--- config.mk ---
export PLATFORM = sky130hd
export DESIGN_NAME = irqc_top
export DESIGN_NICKNAME = d
export VERILOG_FILES = /design/src/rtl/irqc_pkg.sv /design/src/rtl/irqc_sync_edge.sv /design/src/rtl/irqc_regs.sv /design/src/rtl/irqc_prio.sv /design/src/rtl/irqc_top.sv
export SDC_FILE = /design/constraint.sdc
export NUM_CORES = 1
export LEC_CHECK = 0
export ABC_AREA = 1
export BUFFER_PORTS_ARGS = -buffer_cell sky130_fd_sc_hd__buf_2
export CORE_UTILIZATION = 66
export CTS_CLUSTER_DIAMETER = 150
export CTS_CLUSTER_SIZE = 20
export DETAILED_ROUTE_END_ITERATION = 10
export PLACE_DENSITY = 0.84
export SLEW_MARGIN = 10
export SYNTH_ARGS = -nofsm -noshare
export SYNTH_HDL_FRONTEND = slang
export SYNTH_SLANG_ARGS = --single-unit
--- constraint.sdc ---
create_clock -name clk -period 9.2 [get_ports clk]
set_clock_uncertainty 0.1 [all_clocks]
set_input_delay 0.92 -clock clk [delete_from_list [all_inputs] [get_ports clk]]
set_output_delay 0.92 -clock clk [all_outputs]
set_load 0.05 [all_outputs]
--- src/rtl/irqc_pkg.sv ---
package irqc_pkg;

    localparam int LINES   = 16;
    localparam int ID_W    = $clog2(LINES);
    localparam int CPU_W   = 4;
    localparam int EXT_W   = 4;

    typedef logic [LINES-1:0] line_vec_t;

    typedef enum logic [3:0] {
        ACC_NONE,
        ACC_LEVEL,
        ACC_PEND,
        ACC_FORCE0,
        ACC_CLEAR,
        ACC_STATUS,
        ACC_BCAST,
        ACC_MASK,
        ACC_FORCE,
        ACC_EXT
    } acc_kind_t;

    typedef struct packed {
        acc_kind_t        kind;
        logic [CPU_W-1:0] cpu;
    } acc_dec_t;

    typedef struct packed {
        line_vec_t level;
        line_vec_t pending;
        line_vec_t bcast;
    } glob_regs_t;

    // Offset decode: 0x00..0x3F global words, then three per-processor banks.
    function automatic acc_dec_t decode_off(input logic [7:0] a);
        acc_dec_t d;
        d.cpu  = a[5:2];
        d.kind = ACC_NONE;
        if (a[1:0] == 2'b00) begin
            case (a[7:6])
                2'b00: begin
                    case (a[5:2])
                        4'h0:    d.kind = ACC_LEVEL;
                        4'h1:    d.kind = ACC_PEND;
                        4'h2:    d.kind = ACC_FORCE0;
                        4'h3:    d.kind = ACC_CLEAR;
                        4'h4:    d.kind = ACC_STATUS;
                        4'h5:    d.kind = ACC_BCAST;
                        default: d.kind = ACC_NONE;
                    endcase
                end
                2'b01:   d.kind = ACC_MASK;
                2'b10:   d.kind = ACC_FORCE;
                default: d.kind = ACC_EXT;
            endcase
        end
        return d;
    endfunction

    // Lines are 15:1; bit 0 never carries meaning.
    function automatic line_vec_t strip0(input logic [LINES-1:0] v);
        return {v[LINES-1:1], 1'b0};
    endfunction

    // Highest set index, 0 when empty.
    function automatic logic [ID_W-1:0] top_index(input line_vec_t v);
        logic [ID_W-1:0] idx;
        idx = '0;
        for (int i = 1; i < LINES; i++) begin
            if (v[i]) idx = ID_W'(i);
        end
        return idx;
    endfunction

endpackage

--- src/rtl/irqc_sync_edge.sv ---
module irqc_sync_edge
    import irqc_pkg::*;
#(
    parameter int STAGES = 2
) (
    input  logic      clk,
    input  logic      rst,
    input  line_vec_t lines_in,
    output line_vec_t rise
);
    line_vec_t sync_q [STAGES];
    line_vec_t prev_q;

    always_ff @(posedge clk) begin
        if (rst) sync_q[0] <= '0;
        else     sync_q[0] <= lines_in;
    end

    for (genvar s = 1; s < STAGES; s++) begin : g_stage
        always_ff @(posedge clk) begin
            if (rst) sync_q[s] <= '0;
            else     sync_q[s] <= sync_q[s-1];
        end
    end

    always_ff @(posedge clk) begin
        if (rst) prev_q <= '0;
        else     prev_q <= sync_q[STAGES-1];
    end

    assign rise = strip0(sync_q[STAGES-1] & ~prev_q);

endmodule

--- src/rtl/irqc_regs.sv ---
module irqc_regs
    import irqc_pkg::*;
#(
    parameter int NUM_CPU = 16
) (
    input  logic             clk,
    input  logic             rst,
    input  logic             acc_en,
    input  logic             acc_wr,
    input  logic [7:0]       acc_addr,
    input  logic [31:0]      acc_wdata,
    output logic [31:0]      acc_rdata,
    input  line_vec_t        rise,
    input  logic             ack_valid,
    input  logic [ID_W-1:0]  ack_num,
    output line_vec_t        pending,
    output line_vec_t        force0,
    output line_vec_t        mask0,
    output line_vec_t        level,
    output line_vec_t        bcast
);
    acc_dec_t   dec;
    logic       wr_hit;
    glob_regs_t g_q, g_d;
    line_vec_t  mask_q  [NUM_CPU];
    line_vec_t  force_q [NUM_CPU];
    logic [EXT_W-1:0] ext_q [NUM_CPU];
    line_vec_t  clr_all, pset, bset, wr_lo, wr_hi;
    logic       cpu_ok;

    assign dec    = decode_off(acc_addr);
    assign wr_hit = acc_en && acc_wr;
    assign cpu_ok = (int'(dec.cpu) < NUM_CPU);
    assign wr_lo  = strip0(acc_wdata[15:0]);
    assign wr_hi  = strip0(acc_wdata[31:16]);

    // Clear sources: acknowledge and clear-register write.
    always_comb begin
        clr_all = '0;
        if (ack_valid)
            clr_all[ack_num] = 1'b1;
        if (wr_hit && dec.kind == ACC_CLEAR)
            clr_all = clr_all | wr_lo;
        clr_all = strip0(clr_all);
    end

    assign bset = rise & g_q.bcast;
    assign pset = rise & ~g_q.bcast;

    always_comb begin
        g_d         = g_q;
        g_d.pending = (g_q.pending & ~clr_all) | pset;
        if (wr_hit && dec.kind == ACC_LEVEL) g_d.level = wr_lo;
        if (wr_hit && dec.kind == ACC_BCAST) g_d.bcast = wr_lo;
    end

    always_ff @(posedge clk) begin
        if (rst) g_q <= '0;
        else     g_q <= g_d;
    end

    for (genvar c = 0; c < NUM_CPU; c++) begin : g_cpu
        logic             sel_c;
        line_vec_t        force_d;
        assign sel_c = wr_hit && cpu_ok && (int'(dec.cpu) == c);

        always_comb begin
            force_d = force_q[c];
            if (sel_c && dec.kind == ACC_FORCE)
                force_d = (force_d | wr_lo) & ~wr_hi;
            if (c == 0) begin
                if (wr_hit && dec.kind == ACC_FORCE0)
                    force_d = wr_lo;
                force_d = force_d & ~clr_all;
            end
            force_d = force_d | bset;
        end

        always_ff @(posedge clk) begin
            if (rst) begin
                mask_q[c]  <= '0;
                force_q[c] <= '0;
                ext_q[c]   <= '0;
            end else begin
                force_q[c] <= force_d;
                if (sel_c && dec.kind == ACC_MASK) mask_q[c] <= wr_lo;
                if (sel_c && dec.kind == ACC_EXT)  ext_q[c]  <= acc_wdata[EXT_W-1:0];
            end
        end
    end

    always_comb begin
        acc_rdata = '0;
        if (acc_en && !acc_wr) begin
            case (dec.kind)
                ACC_LEVEL:  acc_rdata = {16'h0, g_q.level};
                ACC_PEND:   acc_rdata = {16'h0, g_q.pending};
                ACC_FORCE0: acc_rdata = {16'h0, force_q[0]};
                ACC_BCAST:  acc_rdata = {16'h0, g_q.bcast};
                ACC_MASK:   if (cpu_ok) acc_rdata = {16'h0, mask_q[dec.cpu]};
                ACC_FORCE:  if (cpu_ok) acc_rdata = {16'h0, force_q[dec.cpu]};
                ACC_EXT:    if (cpu_ok) acc_rdata = {28'h0, ext_q[dec.cpu]};
                default:    acc_rdata = '0;
            endcase
        end
    end

    assign pending = g_q.pending;
    assign level   = g_q.level;
    assign bcast   = g_q.bcast;
    assign force0  = force_q[0];
    assign mask0   = mask_q[0];

endmodule

--- src/rtl/irqc_prio.sv ---
module irqc_prio
    import irqc_pkg::*;
(
    input  line_vec_t       pending,
    input  line_vec_t       force0,
    input  line_vec_t       mask0,
    input  line_vec_t       level,
    output logic [ID_W-1:0] req
);
    line_vec_t active, urgent, normal, winner;

    always_comb begin
        active = (pending | force0) & mask0;
        urgent = active & level;
        normal = active & ~level;
        winner = (|urgent) ? urgent : normal;
        req    = top_index(winner);
    end

endmodule

--- src/rtl/irqc_top.sv ---
module irqc_top
    import irqc_pkg::*;
#(
    parameter int NUM_CPU     = 16,
    parameter int SYNC_STAGES = 2
) (
    input  logic        clk,
    input  logic        rst,
    input  logic        bus_sel,
    input  logic        bus_wr,
    input  logic [3:0]  bus_be,
    input  logic [7:0]  bus_addr,
    input  logic [31:0] bus_wdata,
    output logic [31:0] bus_rdata,
    input  logic [15:0] irq_in,
    input  logic        ack_valid,
    input  logic [3:0]  ack_num,
    output logic [3:0]  irq_req
);
    line_vec_t rise_w, pend_w, force0_w, mask0_w, level_w, bcast_w;
    logic      acc_en;

    assign acc_en = bus_sel && (bus_be == 4'hF);

    irqc_sync_edge #(.STAGES(SYNC_STAGES)) u_sync (
        .clk      (clk),
        .rst      (rst),
        .lines_in (irq_in),
        .rise     (rise_w)
    );

    irqc_regs #(.NUM_CPU(NUM_CPU)) u_regs (
        .clk       (clk),
        .rst       (rst),
        .acc_en    (acc_en),
        .acc_wr    (bus_wr),
        .acc_addr  (bus_addr),
        .acc_wdata (bus_wdata),
        .acc_rdata (bus_rdata),
        .rise      (rise_w),
        .ack_valid (ack_valid),
        .ack_num   (ack_num),
        .pending   (pend_w),
        .force0    (force0_w),
        .mask0     (mask0_w),
        .level     (level_w),
        .bcast     (bcast_w)
    );

    irqc_prio u_prio (
        .pending (pend_w),
        .force0  (force0_w),
        .mask0   (mask0_w),
        .level   (level_w),
        .req     (irq_req)
    );

endmodule

==> metrics.cfg <==
[outcome]
status = complete, no violations

[synthesis]
avgSynthCellArea_um2 = 8.47
synth_top_flop_cell = dfxtp_1
synth_warnings = 0
ys_types = 50
ys_seq_area_frac = 0.525
synth_edf_count = 304
ys_async_sr_fraction = 0
syn_area_mm2 = 0.0300
ys_seq_elements = 634
netlist_instances = 3540

[route]
dr.pass1.iters = 10
avgRoutedWirePerCell_um = 25.4
drtAntennaViolNets = 0
drc_errors = 0
vias = 28200
first_iter_violations = 4983
routed_wl_um = 103000
viasPerCell = 6.93

[final_layout]
area_growth_pct = 4.85
drive_above_1_share = 0.0677
fin_cells = 4067
num-nets-final = 3524

[placed_design]
place_congestion = 1.02
portBuffers = 86
hpwl_um = 64700
dp.cells = 4008

[clocking]
hold_buffers = 0
cts_resized = 0
cts_tree = yes
cts_buffer_depth = 3
ctsHtreeMaxLevel = 2
root_buffer = clkbuf_16
postCtsSetupBuffers = 0
clk_pin_slew_ps = 90
cts_made_buffers = 37
clock_latency_ps = 610
cts.sinks = 634

[global_route]
grtUsageTotal = 0.437
grt_pass1_vias = 26600
globalRouteMet1Util = 0.541
grt_max_degree = 146
top_usage_layer = met2
antenna_found_initial = 3
met2_usage = 0.684
gr-total-overflow = 0
grt_pass1_wl_um = 154000
grt_util_met3 = 0.0934

[worst_setup_path]
cp_cell_sequence = buf_2 > nor2_4 > inv_4 > buf_4 > buf_4 > o22ai_1 > o21ai_0 > nand4_1 > o22ai_1 > a2111oi_0 > nor2_1 > buf_2
critPathMaxFanout = 79
cp_slowest_stage_delay_ps = 880
crit_path_end_kind = output port
critPathKind = in -> out
critical-path-slowest-cell = buf_4
crit_required_ps = 8180
cp_top_family = buffers and inverters
crit_buf_inv = 5
crit_arrival_ps = 5340
crit_path_start_kind = input pin

[floorplan]
start_util = 0.674
ios = 105
die_y_um = 215
row_count = 77
core_mm2 = 0.0445
fp.dieW_um = 215
die_area_mm2 = 0.0463

[job]
max-cap-violations = 0

[timing]
timing.final.crit_share = 0.691
post-route-min-period_ps = 6360
fin_setup_tns_ps = 0
rsz0062_at_grt = false
drv_slew = 0
worstMarginPinSlew_ps = 1270
maxSlewHeadroom = 0.149
setup-violations-final = 0
hold_viol_final = 0
fmax_mhz = 157

[worst_hold_path]
worstHoldPathType = reg -> reg

[power_and_ir_drop]
power.static_leakage_nw = 13.5
max-vdd-ir-drop_mv = 0.229
power_density_mw_per_mm2 = 166

flip-flops by register name (all words and copies together), names as in the netlist:
register / flops
u_regs.bcast: 15
u_regs.force_q: 240
u_regs.pending: 15
u_regs.mask_q: 240
u_regs.ext_q: 64
u_sync.sync_q: 30
u_sync.prev_q: 15
u_regs.level: 15
metrics by stage:
| stage | setup WS [ps] | hold WS [ps] | util | area [um^2] | total power [mW] |
|---|---|---|---|---|---|
| after floorplan | 4730 | 288 | - | 30100 | 3.38 |
| after global placement | 3340 | 289 | 0.683 | 30400 | 3.53 |
| after detailed placement | 3310 | 297 | 0.683 | 30400 | 3.54 |
| after CTS | 3300 | 311 | 0.706 | 31400 | 5.18 |
| after global routing | 3010 | 316 | 0.707 | 31500 | 5.32 |
| final | 2840 | 308 | 0.707 | 31500 | 5.22 |
cell type report:
class	count	area (um^2)
clock buffer	51	978
clock inverter	4	50.0
fill	3403	13100
tap	592	741
antenna	4	10.0
inverter	437	1650
sequential	634	15700
multi-input combinational	2214	11500
timing repair buffer	131	768
cell usage in the layout (no fill, tap or decap), types with 84 or more instances in the layout:
cell type    n
o211ai_1   150
nor2_1     520
nand3_1    187
a21oi_1     87
o22ai_1    270
buf_2       86
edfxtp_1   304
a2bb2oi_1   84
o21ai_0    333
inv_1      388
dfxtp_1    330
nand2_1    291
o21ai_1    121
routing by layer:
metal / routed length [um] / vias up
met5: 0 / -
met4: 7930 / 0
met3: 13800 / 561
met2: 46800 / 2418
met1: 34900 / 13100
li1: - / 12100
report_power, final:
group / switching, mW / total, mW / internal [mW]
clock: 0.965 / 1.72 / 0.754
combinational: 0.355 / 0.450 / 0.0949
sequential: 0.0307 / 3.06 / 3.02
final timing paths:
kind / slack, ps / to / depth (start not counted) / from
max: 2840 / bus_rdata[3] / 12 / bus_addr[3]
min: 310 / u_sync.sync_q[1][6] / 2 / u_sync.sync_q[0][6]
max reg2reg: 6490 / u_regs.force_q[8][9] / 6 / u_regs.bcast[9]
min reg2reg: 310 / u_sync.sync_q[1][6] / 2 / u_sync.sync_q[0][6]
worst register-to-register path, stage by stage (launching register included):
cell	delay (ps)
dfxtp_1	330
inv_1	90
nor3_1	930
clkinv_1	780
nand3_1	270
nand2_1	80
inv_1	90
Yosys cell counts, types with 18 or more instances:
cell type	count	area [um^2]
buf_4	18	135
nor3_1	25	125
o21ai_1	105	526
dfxtp_1	330	6610
a21oi_1	87	435
o21ai_0	349	1750
clkbuf_1	156	586
nor2_1	521	1960
inv_1	389	1460
o211ai_1	150	1130
clkinv_1	31	116
nand3_1	187	936
edfxtp_1	304	9130
buf_1	31	116
nand2_1	294	1100
a2bb2oi_1	84	736
buf_2	61	305
o22ai_1	270	1690
cells by family (layout without fill, tap and decap cells):
logic type | count (synthesis) | after routing | synth area share
compound gates | 1106 | 1106 | 0.226
simple gates | 1092 | 1092 | 0.155
buf+inv | 707 | 623 | 0.0943
flops | 634 | 634 | 0.525
other cells | 1 | 20 | 0.000125
No activity file was read; power rests on OpenSTA's default activity.
